==> src/rtl/evt_timer16_pkg.sv <==
package evt_timer16_pkg;

    typedef enum logic {
        SRC_TIMER = 1'b0,
        SRC_EVENT = 1'b1
    } src_t;

    typedef struct packed {
        logic samp;
        logic pend;
    } edge_st_t;

endpackage

==> src/rtl/evt_timer16_phase.sv <==
module evt_timer16_phase #(
    parameter int MC_CLKS   = 12,
    parameter int SAMPLE_PH = 8,
    parameter int UPDATE_PH = 3,
    localparam int PH_W     = $clog2(MC_CLKS)
) (
    input  logic            clk,
    input  logic            rst_n,
    output logic [PH_W-1:0] phase_o,
    output logic            samp_stb_o,
    output logic            upd_stb_o
);

    logic [PH_W-1:0] ph_d, ph_q;

    always_comb begin
        if (ph_q == PH_W'(MC_CLKS - 1)) begin
            ph_d = '0;
        end else begin
            ph_d = ph_q + PH_W'(1);
        end
    end

    always_ff @(posedge clk or negedge rst_n) begin
        if (!rst_n) begin
            ph_q <= '0;
        end else begin
            ph_q <= ph_d;
        end
    end

    assign phase_o    = ph_q;
    assign samp_stb_o = (ph_q == PH_W'(SAMPLE_PH));
    assign upd_stb_o  = (ph_q == PH_W'(UPDATE_PH));

endmodule

==> src/rtl/evt_timer16_edge.sv <==
module evt_timer16_edge
    import evt_timer16_pkg::*;
(
    input  logic clk,
    input  logic rst_n,
    input  logic samp_stb_i,
    input  logic upd_stb_i,
    input  logic pin_i,
    input  logic src_i,
    input  logic run_i,
    output logic inc_req_o
);

    edge_st_t st_d, st_q;
    logic     fall;

    always_comb begin
        st_d = st_q;
        fall = st_q.samp & ~pin_i;
        if (samp_stb_i) begin
            st_d.samp = pin_i;
            if (src_t'(src_i) == SRC_EVENT) begin
                st_d.pend = run_i & fall;
            end else begin
                st_d.pend = run_i;
            end
        end else if (upd_stb_i) begin
            st_d.pend = 1'b0;
        end
    end

    always_ff @(posedge clk or negedge rst_n) begin
        if (!rst_n) begin
            st_q <= '0;
        end else begin
            st_q <= st_d;
        end
    end

    assign inc_req_o = st_q.pend & upd_stb_i;

endmodule

==> src/rtl/evt_timer16_core.sv <==
module evt_timer16_core #(
    parameter int WIDTH  = 16,
    parameter int BYTE_W = 8,
    localparam int NB    = WIDTH / BYTE_W,
    localparam int SELW  = (NB > 1) ? $clog2(NB) : 1
) (
    input  logic              clk,
    input  logic              rst_n,
    input  logic              inc_i,
    input  logic              wr_en_i,
    input  logic [SELW-1:0]   wr_sel_i,
    input  logic [BYTE_W-1:0] wr_data_i,
    input  logic              ovf_clr_i,
    input  logic [SELW-1:0]   rd_sel_i,
    output logic [BYTE_W-1:0] rd_data_o,
    output logic [WIDTH-1:0]  cnt_o,
    output logic              ovf_o
);

    typedef struct packed {
        logic [WIDTH-1:0] cnt;
        logic             ovf;
    } core_st_t;

    core_st_t          st_d, st_q;
    logic              bump;
    logic              wrap;
    logic [BYTE_W-1:0] byte_w [NB];

    always_comb begin
        st_d = st_q;
        bump = inc_i & ~wr_en_i;
        wrap = bump & (&st_q.cnt);
        if (bump) begin
            st_d.cnt = st_q.cnt + WIDTH'(1);
        end
        if (wr_en_i) begin
            for (int b = 0; b < NB; b++) begin
                if (wr_sel_i == SELW'(b)) begin
                    st_d.cnt[b*BYTE_W +: BYTE_W] = wr_data_i;
                end
            end
        end
        if (ovf_clr_i) begin
            st_d.ovf = 1'b0;
        end
        if (wrap) begin
            st_d.ovf = 1'b1;
        end
    end

    always_ff @(posedge clk or negedge rst_n) begin
        if (!rst_n) begin
            st_q <= '0;
        end else begin
            st_q <= st_d;
        end
    end

    for (genvar g = 0; g < NB; g++) begin : g_rd_byte
        assign byte_w[g] = st_q.cnt[g*BYTE_W +: BYTE_W];
    end

    assign rd_data_o = byte_w[rd_sel_i];
    assign cnt_o     = st_q.cnt;
    assign ovf_o     = st_q.ovf;

endmodule

==> src/rtl/evt_timer16.sv <==
module evt_timer16 #(
    parameter int WIDTH     = 16,
    parameter int BYTE_W    = 8,
    parameter int MC_CLKS   = 12,
    parameter int SAMPLE_PH = 8,
    parameter int UPDATE_PH = 3,
    localparam int NB       = WIDTH / BYTE_W,
    localparam int SELW     = (NB > 1) ? $clog2(NB) : 1,
    localparam int PH_W     = $clog2(MC_CLKS)
) (
    input  logic              clk,
    input  logic              rst_n,
    input  logic              cnt_pin,
    input  logic              src_event,
    input  logic              run,
    input  logic              wr_en,
    input  logic [SELW-1:0]   wr_sel,
    input  logic [BYTE_W-1:0] wr_data,
    input  logic [SELW-1:0]   rd_sel,
    output logic [BYTE_W-1:0] rd_data,
    input  logic              ovf_clr,
    output logic              ovf
);

    logic [PH_W-1:0]  phase_w;
    logic             samp_stb;
    logic             upd_stb;
    logic             inc_req;
    logic [WIDTH-1:0] cnt_w;

    evt_timer16_phase #(
        .MC_CLKS  (MC_CLKS),
        .SAMPLE_PH(SAMPLE_PH),
        .UPDATE_PH(UPDATE_PH)
    ) u_phase (
        .clk       (clk),
        .rst_n     (rst_n),
        .phase_o   (phase_w),
        .samp_stb_o(samp_stb),
        .upd_stb_o (upd_stb)
    );

    evt_timer16_edge u_edge (
        .clk       (clk),
        .rst_n     (rst_n),
        .samp_stb_i(samp_stb),
        .upd_stb_i (upd_stb),
        .pin_i     (cnt_pin),
        .src_i     (src_event),
        .run_i     (run),
        .inc_req_o (inc_req)
    );

    evt_timer16_core #(
        .WIDTH (WIDTH),
        .BYTE_W(BYTE_W)
    ) u_core (
        .clk      (clk),
        .rst_n    (rst_n),
        .inc_i    (inc_req),
        .wr_en_i  (wr_en),
        .wr_sel_i (wr_sel),
        .wr_data_i(wr_data),
        .ovf_clr_i(ovf_clr),
        .rd_sel_i (rd_sel),
        .rd_data_o(rd_data),
        .cnt_o    (cnt_w),
        .ovf_o    (ovf)
    );

endmodule

==> config.mk <==
export PLATFORM = sky130hd
export DESIGN_NAME = evt_timer16
export DESIGN_NICKNAME = d
export VERILOG_FILES = /design/src/rtl/evt_timer16_pkg.sv /design/src/rtl/evt_timer16_phase.sv /design/src/rtl/evt_timer16_edge.sv /design/src/rtl/evt_timer16_core.sv /design/src/rtl/evt_timer16.sv
export SDC_FILE = /design/constraint.sdc
export NUM_CORES = 1
export LEC_CHECK = 0
export ABC_AREA = 1
export BUFFER_PORTS_ARGS = -buffer_cell sky130_fd_sc_hd__buf_4
export CAP_MARGIN = 20
export CORE_MARGIN = 2
export CORE_UTILIZATION = 45
export DETAILED_ROUTE_END_ITERATION = 7
export GPL_TIMING_DRIVEN = 0
export PLACE_DENSITY = 0.69
export RECOVER_POWER = 25
export SETUP_SLACK_MARGIN = 0.5
export SLEW_MARGIN = 40
export SYNTH_ARGS = -nofsm -noshare
export SYNTH_HDL_FRONTEND = slang
export SYNTH_SLANG_ARGS = --single-unit
==> constraint.sdc <==
create_clock -name clk -period 1.8 [get_ports clk]
set_input_delay 0 -clock clk [delete_from_list [all_inputs] [get_ports clk]]
set_output_delay 0 -clock clk [all_outputs]
set_load 0.005 [all_outputs]
==> metrics <==
post-synthesis adder-cell area fraction=2.55%; Max VDD drop=0.374 mV; total number of vias=1474; worst path cell trace=ha_4, nand4_4, nor2_4, xor2_1, a21oi_1; total CTS buffers=3; CP Class=reg2reg; endpoints failing hold=0; FP Rows=20; Synthesis Warnings=0; initial antenna violation count=0; XOR/XNOR Fraction of Synth Area=1.19%; RSZ-0062 raised after global routing=yes; wire per inst=12.0 um; PD cells=596 nW/um^2; Core Area=3080 um^2; Pre-antenna DRT Iters=4; simple logic cell fraction of the synthesized area=37.9%; worst skew pair latency=320 ps; CP max stage cell=dfrtp_1; first-pass GRT wire length=5740 um; drc violations=0; Worst Path Arrival=1620 ps; area taken by flip-flops and latches=577 um^2; dominant cell type by area after synthesis=dfrtp_1; synthesized area per cell=7.14 um^2; DR vias/cell=4.90; top-area cell type share of the netlist area=39.1%; status=finished clean; relative slew slack=15.2%; crit-path max FO=5; sequential area share after synthesis=39.1%; final wirelength=3610 um; # Max-Cap Violations=0; met2 usage=30.5%; ranking of synthesized cells by area=dfrtp_1, nand2_1, inv_1; Max stage delay on crit path=420 ps; Multi-input gate area=826 um^2; vias in the first global route=1290; Die X=61.2 um; Final Max Slew Viols=0; fmax=712 MHz; Buffers on Ports=25; clk sinks=23; Post-DP HPWL=2480 um; flops & latches, synth=23; Synth Cell Area=1470 um^2; antenna diode count=0; GRT busiest layer=met1; post-synthesis compound-gate area fraction=11.3%; chip height=61.2 um; TritonCTS clock tree=yes; Final Setup Violations=0; synth-to-layout area growth=35.9%; met1 Resource Use GR=31.4%; Final Cycle Share=78.0%; GR Util All Layers=20.6%; Longest Clk Path Bufs=2; Required @ worst endpoint=2010 ps; Die Area=3740 um^2; post-route antenna net violation count=0; layout cells sized above 1=24.5%; largest family of logic cells by synthesized area=simple AND/OR/NAND/NOR gates; post-synthesis mux area share=0%; Boundary Pins=26; # fillers=280; Mapped Cells=206; total power draw=1.19 mW; GR Overflow Total=0; CTS Root Buffer Type=clkbuf_4; post-layout util=64.9%; CP Capture Type=flip-flop; CP Launch Type=flip-flop; Worst-Margin Slew=1270 ps; Iteration-0 DRC Markers=93; largest net degree at the start of global routing=24; htree depth=1; Hold Path Class=in2reg; fin nets=278; Initial Util=47.8%; Final Wtd Congestion=0.884; Hold Worst Slack=97.7 ps; Synth cell types=25; syn nets=226; Final Skew=12.4 ps; met3 usage=2.10%; min cycle time layout=1400 ps; CTS clk-pin slew, worst paths=140 ps; leakage power=0.994 nW; setup TNS=0 ps
## through the flow
stage	instance area, um^2	setup slack (ps)	cells
after CTS	1920	402	296
after floorplan	1470	502	206
final	2000	395	301
after global placement	1710	376	275
after global routing	2000	250	301
after detailed placement	1710	355	275
## registers in the layout, summed over array words and instances, names as in the netlist
name / flops
u_core.cnt_o: 16
u_core.ovf_o: 1
u_edge.st_q: 2
u_phase.phase_o: 4
## placed cells by master, fill, tap and decap left out, types with 2 or more instances in the layout
master,netlist,routed
a21oi_2,3,3
o21ai_0,16,13
dlygate4sd3_1,0,14
inv_2,1,2
nor2_4,4,6
nand3_1,15,15
clkbuf_1,2,2
inv_1,27,26
buf_4,0,29
nand2_2,3,4
nor3_1,5,4
clkbuf_4,0,3
dfrtp_1,23,22
nor2_2,3,3
o21ai_1,3,5
nand2_1,65,64
nand4_1,4,4
buf_6,0,3
xor2_1,2,2
a21oi_1,5,5
nor2_1,15,13
## Yosys cell counts (all sizes together)
cell type / instances
nand2: 68
ha: 3
clkbuf: 2
o211ai: 1
nand3b: 1
a31oi: 1
inv: 28
nor2: 23
a21oi: 8
o22ai: 1
nor3: 5
dfrtp: 23
clkinv: 1
o21ai: 19
nand3: 15
xor2: 2
nand4: 5
## critical path: cells and delay by family, from the launching register on
family                     cells  cell delay [ps]
AOI/OAI and AO/OA              1               80
xor gates and xnor gates       1              190
adders and majority gates      1              180
DFF                            1              420
and+or+nand+nor                2              420
## kinds of logic (layout without fill, tap and decap cells)
kind of cell / count (synthesis) / in the layout
buffers and inverters: 31 / 82
and+or+nand+nor: 117 / 117
AOI/OAI and AO/OA: 30 / 30
xor gates and xnor gates: 2 / 2
adders and majority gates: 3 / 3
DFF: 23 / 23
## report_power, final
part	internal, mW	switching [mW]	total [mW]	leakage (nW)
clock network	0.0833	0.170	0.253	0.0177
registers	0.565	0.0595	0.625	0.275
logic	0.151	0.162	0.313	0.701
total	0.800	0.392	1.19	0.994
## layout make-up
cell class                 instances  area share, %
inverter                          29           5.45
tap                               44           2.76
timing repair buffer              47           19.8
sequential                        23           28.9
multi-input combinational        152           41.3
buffer                             2          0.438
clock buffer                       3           1.13
clock inverter                     1          0.250
## path summary, 6_finish.rpt
kind	start	to	slack (ps)	depth (start not counted)
worst max-delay path	u_phase.phase_o[0]$_DFF_PN0_	u_core.cnt_o[7]$_DFF_PN0_	400	5
worst min-delay path	wr_en	u_core.cnt_o[11]$_DFF_PN0_	100	4
worst max register to register	u_phase.phase_o[0]$_DFF_PN0_	u_core.cnt_o[7]$_DFF_PN0_	400	5
worst min register to register	u_edge.st_q[1]$_DFFE_PN0P_	u_edge.st_q[1]$_DFFE_PN0P_	510	2
max in group asynchronous	rst_n	u_core.cnt_o[8]$_DFF_PN0_	510	2
min in group asynchronous	rst_n	u_edge.st_q[0]$_DFFE_PN0P_	460	2
## layer usage
layer | vias up | wire length [um]
met5 | - | 0
met4 | 0 | 35
met3 | 4 | 210
met2 | 49 | 1600
met1 | 658 | 1770
li1 | 763 | -
## repair_timing
action / CTS / global route
setup endpoints to repair: 14 / 18
gates resized for setup: 3 / 18
hold endpoints to repair: 42 / 1
pin swaps: 6 / 9
hold buffers: 14 / 1
setup buffers: 3 / 5
Power figures use the tool's default switching activity.
